--- src/rtl/dsp_slice_pkg.sv ---
// Shared types for the multiply-accumulate slice.
// Assumes: nothing beyond IEEE 1800-2017.
package dsp_slice_pkg;

    // Build-time choice of how the two products are used.
    typedef enum logic {
        MODE_SPLIT = 1'b0,
        MODE_SUM   = 1'b1
    } mode_e;

    // Runtime controls travelling with the data through the stages.
    typedef struct packed {
        logic sub;
        logic neg;
        logic acc;
        logic ld;
    } ctl_t;

endpackage

--- src/rtl/dsp_half.sv ---
// One multiplier half: input register, optional pre-adder, optional
// coefficient table, and the pipeline register holding the product.
// Assumes: coefficient entry i sits at COEFS[i*XW +: XW]; all operands
// are two's complement.
module dsp_half #(
    parameter int XW       = 18,
    parameter int YW       = 19,
    parameter int ZW       = 18,
    parameter int NCOEF    = 8,
    parameter bit PRE_ADD  = 1'b0,
    parameter bit COEF_EN  = 1'b0,
    parameter bit USE_SCAN = 1'b0,
    parameter logic [NCOEF*XW-1:0] COEFS = '0,
    localparam int SELW = $clog2(NCOEF),
    localparam int PW   = XW + YW
) (
    input  logic                 clk,
    input  logic                 rst_in_n,
    input  logic                 rst_pipe_n,
    input  logic                 en_in,
    input  logic                 en_pipe,
    input  logic [XW-1:0]        x_in,
    input  logic [XW-1:0]        scan_in,
    input  logic [YW-1:0]        y_in,
    input  logic [ZW-1:0]        z_in,
    input  logic [SELW-1:0]      sel_in,
    output logic [XW-1:0]        x_reg,
    output logic signed [PW-1:0] prod
);

    logic [XW-1:0]        x_q;
    logic signed [YW-1:0] y_q;
    logic signed [XW-1:0] mult_x;
    logic signed [YW-1:0] mult_y;
    logic [XW-1:0]        x_src;

    // Pick the raw x source: own input or the previous slice's scan bus.
    generate
        if (USE_SCAN) begin : g_scan
            logic unused_x;
            assign unused_x = ^x_in;
            assign x_src    = scan_in;
        end else begin : g_direct
            logic unused_scan;
            assign unused_scan = ^scan_in;
            assign x_src       = x_in;
        end
    endgenerate

    // Input stage: capture x and y.
    always_ff @(posedge clk) begin
        if (!rst_in_n) begin
            x_q <= '0;
            y_q <= '0;
        end else if (en_in) begin
            x_q <= x_src;
            y_q <= y_in;
        end
    end

    assign x_reg = x_q;

    // Pre-adder variant: register z and fold it into y with wrap.
    generate
        if (PRE_ADD) begin : g_pre
            logic signed [ZW-1:0] z_q;
            // Input stage: capture the pre-adder term.
            always_ff @(posedge clk) begin
                if (!rst_in_n)  z_q <= '0;
                else if (en_in) z_q <= z_in;
            end
            assign mult_y = y_q + YW'(z_q);
        end else begin : g_nopre
            logic unused_z;
            assign unused_z = ^z_in;
            assign mult_y   = y_q;
        end
    endgenerate

    // Coefficient variant: a registered select picks a table entry.
    generate
        if (COEF_EN) begin : g_coef
            logic [SELW-1:0] sel_q;
            // Input stage: capture the select with its data.
            always_ff @(posedge clk) begin
                if (!rst_in_n)  sel_q <= '0;
                else if (en_in) sel_q <= sel_in;
            end
            assign mult_x = COEFS[sel_q*XW +: XW];
        end else begin : g_nocoef
            logic unused_sel;
            assign unused_sel = ^sel_in;
            assign mult_x     = x_q;
        end
    endgenerate

    // Pipeline stage: register the exact signed product.
    always_ff @(posedge clk) begin
        if (!rst_pipe_n)  prod <= '0;
        else if (en_pipe) prod <= PW'(mult_x) * PW'(mult_y);
    end

    // a disabled input stage keeps its operand.
    p_in_hold_r10: assert property (@(posedge clk) disable iff (!rst_in_n)
        !en_in |=> $stable(x_q));

endmodule

--- src/rtl/dsp_out_stage.sv ---
// Output stage: in sum mode combines the products with the chain input
// and the feedback or load constant; in split mode registers the two
// products separately.
// Assumes: inputs are already aligned by the pipeline stage.
module dsp_out_stage
    import dsp_slice_pkg::*;
#(
    parameter int    OW       = 64,
    parameter int    PW       = 37,
    parameter mode_e MODE     = MODE_SUM,
    parameter int    LC_SHIFT = 16,
    localparam logic [OW-1:0] LC_VAL = OW'(1) << LC_SHIFT
) (
    input  logic                 clk,
    input  logic                 rst_n,
    input  logic                 en,
    input  logic signed [PW-1:0] p_top,
    input  logic signed [PW-1:0] p_bot,
    input  logic [OW-1:0]        chain,
    input  ctl_t                 ctl,
    output logic [OW-1:0]        res_a,
    output logic [PW-1:0]        res_b
);

    generate
        if (MODE == MODE_SUM) begin : g_sum
            logic signed [OW-1:0] pair;
            logic signed [OW-1:0] term;
            logic [OW-1:0]        base;
            logic [OW-1:0]        acc_q;

            // Form the product term and the feedback term.
            always_comb begin
                pair = ctl.sub ? (OW'(p_top) - OW'(p_bot))
                               : (OW'(p_top) + OW'(p_bot));
                term = ctl.neg ? -pair : pair;
                if (ctl.ld)       base = LC_VAL;
                else if (ctl.acc) base = acc_q;
                else              base = '0;
            end

            // Output stage: wrap-around 64-bit sum.
            always_ff @(posedge clk) begin
                if (!rst_n)  acc_q <= '0;
                else if (en) acc_q <= chain + base + OW'(term);
            end

            assign res_a = acc_q;
            assign res_b = '0;

            // accumulating a zero term leaves the result unchanged.
            p_accum_zero_r5: assert property (@(posedge clk) disable iff (!rst_n)
                (en && ctl.acc && !ctl.ld && chain == '0 && pair == '0)
                |=> $stable(acc_q));
        end else begin : g_split
            logic [OW-1:0] a_q;
            logic [PW-1:0] b_q;
            logic          unused_ctl;
            assign unused_ctl = ^{chain, ctl};

            // Output stage: register both products on their own.
            always_ff @(posedge clk) begin
                if (!rst_n) begin
                    a_q <= '0;
                    b_q <= '0;
                end else if (en) begin
                    a_q <= OW'(p_top);
                    b_q <= p_bot;
                end
            end

            assign res_a = a_q;
            assign res_b = b_q;
        end
    endgenerate

    // a disabled output stage holds its result.
    p_out_hold_r10: assert property (@(posedge clk) disable iff (!rst_n)
        !en |=> $stable(res_a));

endmodule

--- src/rtl/dsp_slice.sv ---
// Top of the multiply-accumulate slice: two multiplier halves, the
// control and chain pipeline, and the output stage.
// Assumes: three-edge latency from any input to res_a/res_b.
module dsp_slice
    import dsp_slice_pkg::*;
#(
    parameter int    XW       = 18,
    parameter int    YW       = 19,
    parameter int    ZW       = 18,
    parameter int    OW       = 64,
    parameter int    NCOEF    = 8,
    parameter mode_e MODE     = MODE_SUM,
    parameter bit    PRE_ADD  = 1'b0,
    parameter bit    COEF_EN  = 1'b0,
    parameter bit    SCAN_SRC = 1'b0,
    parameter int    LC_SHIFT = 16,
    parameter logic [NCOEF*XW-1:0] COEF_A = {18'd8, 18'd7, 18'd6, 18'd5,
                                             18'd4, 18'd3, 18'd2, 18'd1},
    parameter logic [NCOEF*XW-1:0] COEF_B = {18'd8, 18'd7, 18'd6, 18'd5,
                                             18'd4, 18'd3, 18'd2, 18'd1},
    localparam int SELW = $clog2(NCOEF),
    localparam int PW   = XW + YW
) (
    input  logic            clk,
    input  logic            rst_in_n,
    input  logic            rst_pipe_n,
    input  logic            en_in,
    input  logic            en_pipe,
    input  logic            en_out,
    input  logic [XW-1:0]   top_x,
    input  logic [YW-1:0]   top_y,
    input  logic [ZW-1:0]   top_z,
    input  logic [XW-1:0]   bot_x,
    input  logic [YW-1:0]   bot_y,
    input  logic [ZW-1:0]   bot_z,
    input  logic [SELW-1:0] top_sel,
    input  logic [SELW-1:0] bot_sel,
    input  logic            op_sub,
    input  logic            op_neg,
    input  logic            op_acc,
    input  logic            op_ld,
    input  logic [XW-1:0]   scan_in,
    output logic [XW-1:0]   scan_out,
    input  logic [OW-1:0]   chain_in,
    output logic [OW-1:0]   chain_out,
    output logic [OW-1:0]   res_a,
    output logic [PW-1:0]   res_b
);

    logic signed [PW-1:0] p_top;
    logic signed [PW-1:0] p_bot;
    logic [XW-1:0]        bot_x_reg;
    ctl_t                 ctl_s1, ctl_s2;
    logic [OW-1:0]        chain_s1, chain_s2;
    logic                 unused_bot;

    assign unused_bot = ^bot_x_reg;

    dsp_half #(
        .XW(XW), .YW(YW), .ZW(ZW), .NCOEF(NCOEF), .PRE_ADD(PRE_ADD),
        .COEF_EN(COEF_EN), .USE_SCAN(SCAN_SRC), .COEFS(COEF_A)
    ) u_top (
        .clk(clk), .rst_in_n(rst_in_n), .rst_pipe_n(rst_pipe_n),
        .en_in(en_in), .en_pipe(en_pipe), .x_in(top_x), .scan_in(scan_in),
        .y_in(top_y), .z_in(top_z), .sel_in(top_sel),
        .x_reg(scan_out), .prod(p_top)
    );

    dsp_half #(
        .XW(XW), .YW(YW), .ZW(ZW), .NCOEF(NCOEF), .PRE_ADD(PRE_ADD),
        .COEF_EN(COEF_EN), .USE_SCAN(1'b0), .COEFS(COEF_B)
    ) u_bot (
        .clk(clk), .rst_in_n(rst_in_n), .rst_pipe_n(rst_pipe_n),
        .en_in(en_in), .en_pipe(en_pipe), .x_in(bot_x), .scan_in('0),
        .y_in(bot_y), .z_in(bot_z), .sel_in(bot_sel),
        .x_reg(bot_x_reg), .prod(p_bot)
    );

    // Input stage: capture controls and chain alongside the operands.
    always_ff @(posedge clk) begin
        if (!rst_in_n) begin
            ctl_s1   <= '0;
            chain_s1 <= '0;
        end else if (en_in) begin
            ctl_s1   <= '{sub: op_sub, neg: op_neg, acc: op_acc, ld: op_ld};
            chain_s1 <= chain_in;
        end
    end

    // Pipeline stage: keep controls and chain level with the products.
    always_ff @(posedge clk) begin
        if (!rst_pipe_n) begin
            ctl_s2   <= '0;
            chain_s2 <= '0;
        end else if (en_pipe) begin
            ctl_s2   <= ctl_s1;
            chain_s2 <= chain_s1;
        end
    end

    dsp_out_stage #(
        .OW(OW), .PW(PW), .MODE(MODE), .LC_SHIFT(LC_SHIFT)
    ) u_out (
        .clk(clk), .rst_n(rst_pipe_n), .en(en_out),
        .p_top(p_top), .p_bot(p_bot), .chain(chain_s2), .ctl(ctl_s2),
        .res_a(res_a), .res_b(res_b)
    );

    assign chain_out = res_a;

    // the pipeline clear empties both result ports.
    p_pipe_clear_r11: assert property (@(posedge clk) disable iff (!rst_in_n)
        !rst_pipe_n |=> (res_a == '0 && res_b == '0));

    // the scan bus shows the top operand one edge after it is driven.
    generate
        if (!SCAN_SRC) begin : g_scan_chk
            p_scan_r9: assert property (@(posedge clk) disable iff (!rst_in_n)
                en_in |=> scan_out == $past(top_x));
        end
    endgenerate

endmodule

--- config.mk ---
export PLATFORM = sky130hd
export DESIGN_NAME = dsp_slice
export DESIGN_NICKNAME = d
export VERILOG_FILES = /design/src/rtl/dsp_slice_pkg.sv /design/src/rtl/dsp_half.sv /design/src/rtl/dsp_out_stage.sv /design/src/rtl/dsp_slice.sv
export SDC_FILE = /design/constraint.sdc
export NUM_CORES = 2
export LEC_CHECK = 0
export ABC_AREA = 0
export BUFFER_PORTS_ARGS = -buffer_cell sky130_fd_sc_hd__buf_2
export CORE_MARGIN = 2
export CORE_UTILIZATION = 40
export CTS_BUF_LIST = sky130_fd_sc_hd__clkbuf_4
export DETAILED_ROUTE_END_ITERATION = 8
export PLACE_DENSITY = 0.53
export SYNTH_ARGS = -nofsm -noshare
export SYNTH_HDL_FRONTEND = slang
export SYNTH_HIERARCHICAL = 1
export SYNTH_SLANG_ARGS = --single-unit
--- constraint.sdc ---
create_clock -name clk -period 17.55 [get_ports clk]
set_input_delay 2.6325 -clock clk [delete_from_list [all_inputs] [get_ports clk]]
set_output_delay 2.6325 -clock clk [all_outputs]
set_load 0.03 [all_outputs]
# --- Word level (Yosys, flattened, before mapping) ---
# Cells that the tools add are included.
op_classes:
  muxes: 4
  n_mul: 2
  add_sub_neg: 5
op_table:
  columns: ["operator", "n"]
  rows:
  - ["two-way mux 64 bit", 4]
  - ["adder 64 bit", 2]
  - ["multiplier 18 x 19 -> 37 bit", 2]
  - ["negator 64 bit", 1]
  - ["adder 37 x 37 -> 38 bit", 1]
  - ["subtractor 37 x 37 -> 38 bit", 1]
word_totals:
  wordCells: 28
  out_inout_bits: 183
  regBits: 348
  input_bits: 208

# --- Longest topological paths before layout ---
depth:
  word_depth: 5
  ltp_mapped: 40
  ltp_nobuf: 39

# --- By module ---
# Netlist, hierarchy kept.
modules_own_cells:
  columns: ["module", "n_inst", "cells_per_inst", "area_per_inst_um2", "seq_area_each_um2"]
  rows:
  - ["dsp_half at u_bot", 1, 1698, 15518.6, 1481.4]
  - ["dsp_half at u_top", 1, 1673, 15463.6, 1481.4]
  - ["dsp_out_stage", 1, 1673, 12239.2, 1281.2]
  - ["dsp_slice", 1, 503, 5659.2, 2722.6]

# --- Worst setup path after synthesis ---
# OpenSTA, ideal clock, no wires.
synth_timing:
  path_kind: "register to register"
  start: "reg u_bot.prod[6]"
  end: "reg u_out.g_sum.acc_q[57], in the netlist u_out/res_a[57]"
  stages_incl_launch_ff: 36
  path_slack_ns: 10.091
  path_buffers: 1
  setup_ns: 0.125
  arrival_ns: 7.334
  cell_sequence: "dfxtp_1 > or4_4 > nor3b_1 > and2_1 > a21oi_1 > xnor2_1 > ha_1 > clkbuf_1 > a21o_1 > a31oi_1 > o21ai_0 > a21oi_1 > o21a_1 > nor2_1 > o311ai_2 > nand2_2 > or3_4 > nor2_1 > nand2_1 > o31ai_1 > xnor2_1 > fa_1 > inv_1 > ha_1 > a21oi_1 > a21boi_0 > a221oi_1 > a2bb2oi_1 > nor2_1 > o31a_1 > o21ai_0 > a31o_2 > a21oi_1 > o21ai_0 > xnor2_1 > o21ai_0"
synth_via:
  elab_chain_len: 5
synth_lines:
  columns: ["item", "line_no", "rtl"]
  rows:
  - ["start, declared", "dsp_half.sv:28", "output logic signed [PW-1:0] prod"]
  - ["start signal, assigned", "dsp_half.sv:100", "else if (en_pipe) prod <= PW'(mult_x) * PW'(mult_y);"]
  - ["adder 37 x 37 -> 38 bit / subtractor 37 x 37 -> 38 bit (equally long branches)", "dsp_out_stage.sv:35, dsp_out_stage.sv:34", null]
  - ["two-way mux 64 bit (*)", "dsp_out_stage.sv:34", "pair = ctl.sub ? (OW'(p_top) - OW'(p_bot))"]
  - ["negator 64 bit", "dsp_out_stage.sv:36", "term = ctl.neg ? -pair : pair;"]
  - ["two-way mux 64 bit (*)", "dsp_out_stage.sv:36", null]
  - ["adder 64 bit (*)", "dsp_out_stage.sv:45", "else if (en) acc_q <= chain + base + OW'(term);"]
  - ["end signal, assigned", "dsp_out_stage.sv:45", null]
  - ["end, declared", "dsp_out_stage.sv:30", "logic [OW-1:0] acc_q;"]
# Mark *: on every way between the ends. The rest lies on a longest branch, timed or not.
# A chain may end at the register's enable or synchronous reset.

# --- Final worst setup path ---
layout_timing:
  start: "reg u_bot.prod[5]"
  end: "reg u_out.g_sum.acc_q[60], in the netlist u_out/res_a[60]"
# The elaborated chain is that of the path after synthesis.

==> impl_metrics.toml <==
[floorplan]
fp.dieW_um = 354
die_y_um = 354
dieArea_um2 = 125000
start_util = 0.402
io_pins = 391
core_region_area_um2 = 122000
rows = 128

[timing]
finalCriticalPeriod_ns = 9.89
post-route-period-util = 0.564
fin_skew_ns = 0.0860
fmax_mhz = 101
relSlewSlack = 0.243
final_hold_viol_count = 0
setup_violations = 0
worst_slew_pin_slew_ns = 1.13
rsz0062_at_grt = "false"
setup_tns_ns = 0
slew_violations = 0

[setup_path]
critPathMaxStageDelay_ns = 0.78
arrival_ns = 10.74
r2r_end = "u_out/res_a[60]"
reg2reg_slack_ns = 7.66
crit_required_ns = 18.39
worstSetupEndpointType = "flip-flop"
worstRegToRegCells = 34
slowest_stage = "o211ai_2"
path_class = "flip-flop to flip-flop"
r2r-start = "u_bot/prod[5]"
critPathLaunchType = "flip-flop"
crit_fanout = 15

[power]
peakVddDrop_mv = 0.0840
p_leak_nw = 26.0
p_per_area_nw_per_um2 = 96.0

[cells_and_area]
layout-drive-gt1-share = 0.0967
stdcell_area_um2 = 52300
multi_input_area_um2 = 36300
layout.nets = 6891
final_cells = 7350
fillCellCount = 12300
syn2layout_area_growth_pct = 6.91
regArea_um2 = 6970

[global_routing]
grt_pass1_wl_mm = 203
grt_max_degree = 77
overflow = 0
grt_usage = 0.203
first_global_vias = 37200
antenna_found_initial = 6

[clocking]
numCtsBuffers = 101
cts_num_sinks = 348
cts-root-buf = "clkbuf_4"
clk_latency_ns = 1.02
htree_num_levels = 3
cts_buffer_depth = 3
tritoncts = "yes"
cts.clk_slew.worst_paths_ns = 0.07
cts_hold_buf = 0
postCtsSetupBuffers = 0
cts_resized = 0

[route]
finalWirelength_mm = 126
via_count = 36200
ant_nets = 0
wl_per_cell_um = 17.1
drt-pass1-iter-count = 5
drc_errors = 0
vias_per_cell = 4.93
drtIter0Drc = 1592

[min_path]
hold_depth = 2
worstHoldStart = "chain_s1[32]"
holdPathEnd = "chain_s2[32]"
min_path_type = "flip-flop to flip-flop"

[place]
routabilityCongestion = 0.906
place_inst = 7159
dpl.hpwl_mm = 99.9
placed_cell_area_um2 = 50800
io_buffers = 293

[synth]
ys.warnings.count = 6
synthesis.area_um2 = 48900
syn_avg_cell_area_um2 = 8.81
postSynthCellCount = 5546

[job]
cap_violations = 0

[run_status]
outcome = "complete, no violations"
cells in the final DEF, fill, tap and decap left out, types with 20 or more instances in the layout:
| cell | n |
|---|---|
| o21ai_1 | 26 |
| xnor2_1 | 159 |
| o211ai_1 | 23 |
| mux2i_1 | 296 |
| conb_1 | 37 |
| buf_2 | 288 |
| clkinv_1 | 21 |
| xor2_1 | 65 |
| nor3_1 | 39 |
| a21oi_1 | 172 |
| clkbuf_4 | 149 |
| ha_1 | 291 |
| buf_4 | 35 |
| nand3_1 | 51 |
| nand2_1 | 510 |
| fa_1 | 755 |
| nand4_1 | 30 |
| and2_1 | 350 |
| a31oi_1 | 32 |
| nor2_1 | 259 |
| nand2b_1 | 26 |
| a211oi_1 | 23 |
| o21ai_0 | 100 |
| o31ai_1 | 20 |
| inv_1 | 1011 |
| nor2b_1 | 230 |
| o21a_1 | 40 |
| nand3b_1 | 21 |
| o21bai_1 | 22 |
| dfxtp_1 | 347 |
| a21o_1 | 67 |
layout make-up:
type | instances | area share
antenna | 7 | 0.000335
clock buffer | 149 | 0.0214
clock inverter | 35 | 0.00520
inverter | 1015 | 0.0729
multi-input combinational | 3846 | 0.695
sequential | 348 | 0.133
tap | 1625 | 0.0389
timing repair buffer | 325 | 0.0331
where the power goes:
| group | switching, mW | internal [mW] | total [mW] |
|---|---|---|---|
| Clock | 0.399 | 0.449 | 0.849 |
| Sequential | 0.184 | 0.903 | 1.09 |
| Combinational | 1.94 | 1.15 | 3.08 |
how the worst max path moves through the flow:
stage             startpoint              end  slack [ns]  cells past startpoint
2_1_floorplan  u_bot/prod[6]  u_out/res_a[57]       10.09                     35
3_3_place_gp   u_bot/prod[5]  u_out/res_a[62]        7.97                     35
3_5_place_dp   u_bot/prod[3]  u_out/res_a[62]        7.89                     35
4_1_cts        u_bot/prod[6]  u_out/res_a[60]        7.77                     34
5_1_grt        u_bot/prod[6]  u_out/res_a[60]        7.08                     34
6_report       u_bot/prod[5]  u_out/res_a[60]        7.66                     34
critical path: cells and delay by family (launching register included):
| kind | cells | cell delay [ns] |
|---|---|---|
| XOR/XNOR | 1 | 0.15 |
| buffers and inverters | 1 | 0.07 |
| AND/OR/NAND/NOR | 14 | 3.55 |
| adder cells (fa/ha/maj) | 3 | 1.08 |
| AO/OA/AOI/OAI | 15 | 4.53 |
| flip-flops | 1 | 0.34 |
through the flow:
step | setup slack [ns] | power (mW) | util | hold WS (ns)
2_1_floorplan | 10.09 | 3.43 | - | 0.430
4_1_cts | 7.77 | 5.07 | 0.430 | 0.463
3_3_place_gp | 7.97 | 4.15 | 0.418 | 0.457
5_1_grt | 7.08 | 5.46 | 0.430 | 0.497
3_5_place_dp | 7.89 | 4.18 | 0.418 | 0.460
6_report | 7.66 | 5.02 | 0.430 | 0.459
per-layer routing:
metal	track usage	part of all wire
met5	0	0.00022
met4	0.0461	0.019
met3	0.0284	0.044
met2	0.355	0.49
met1	0.267	0.44
No activity file was read; power rests on OpenSTA's default activity.
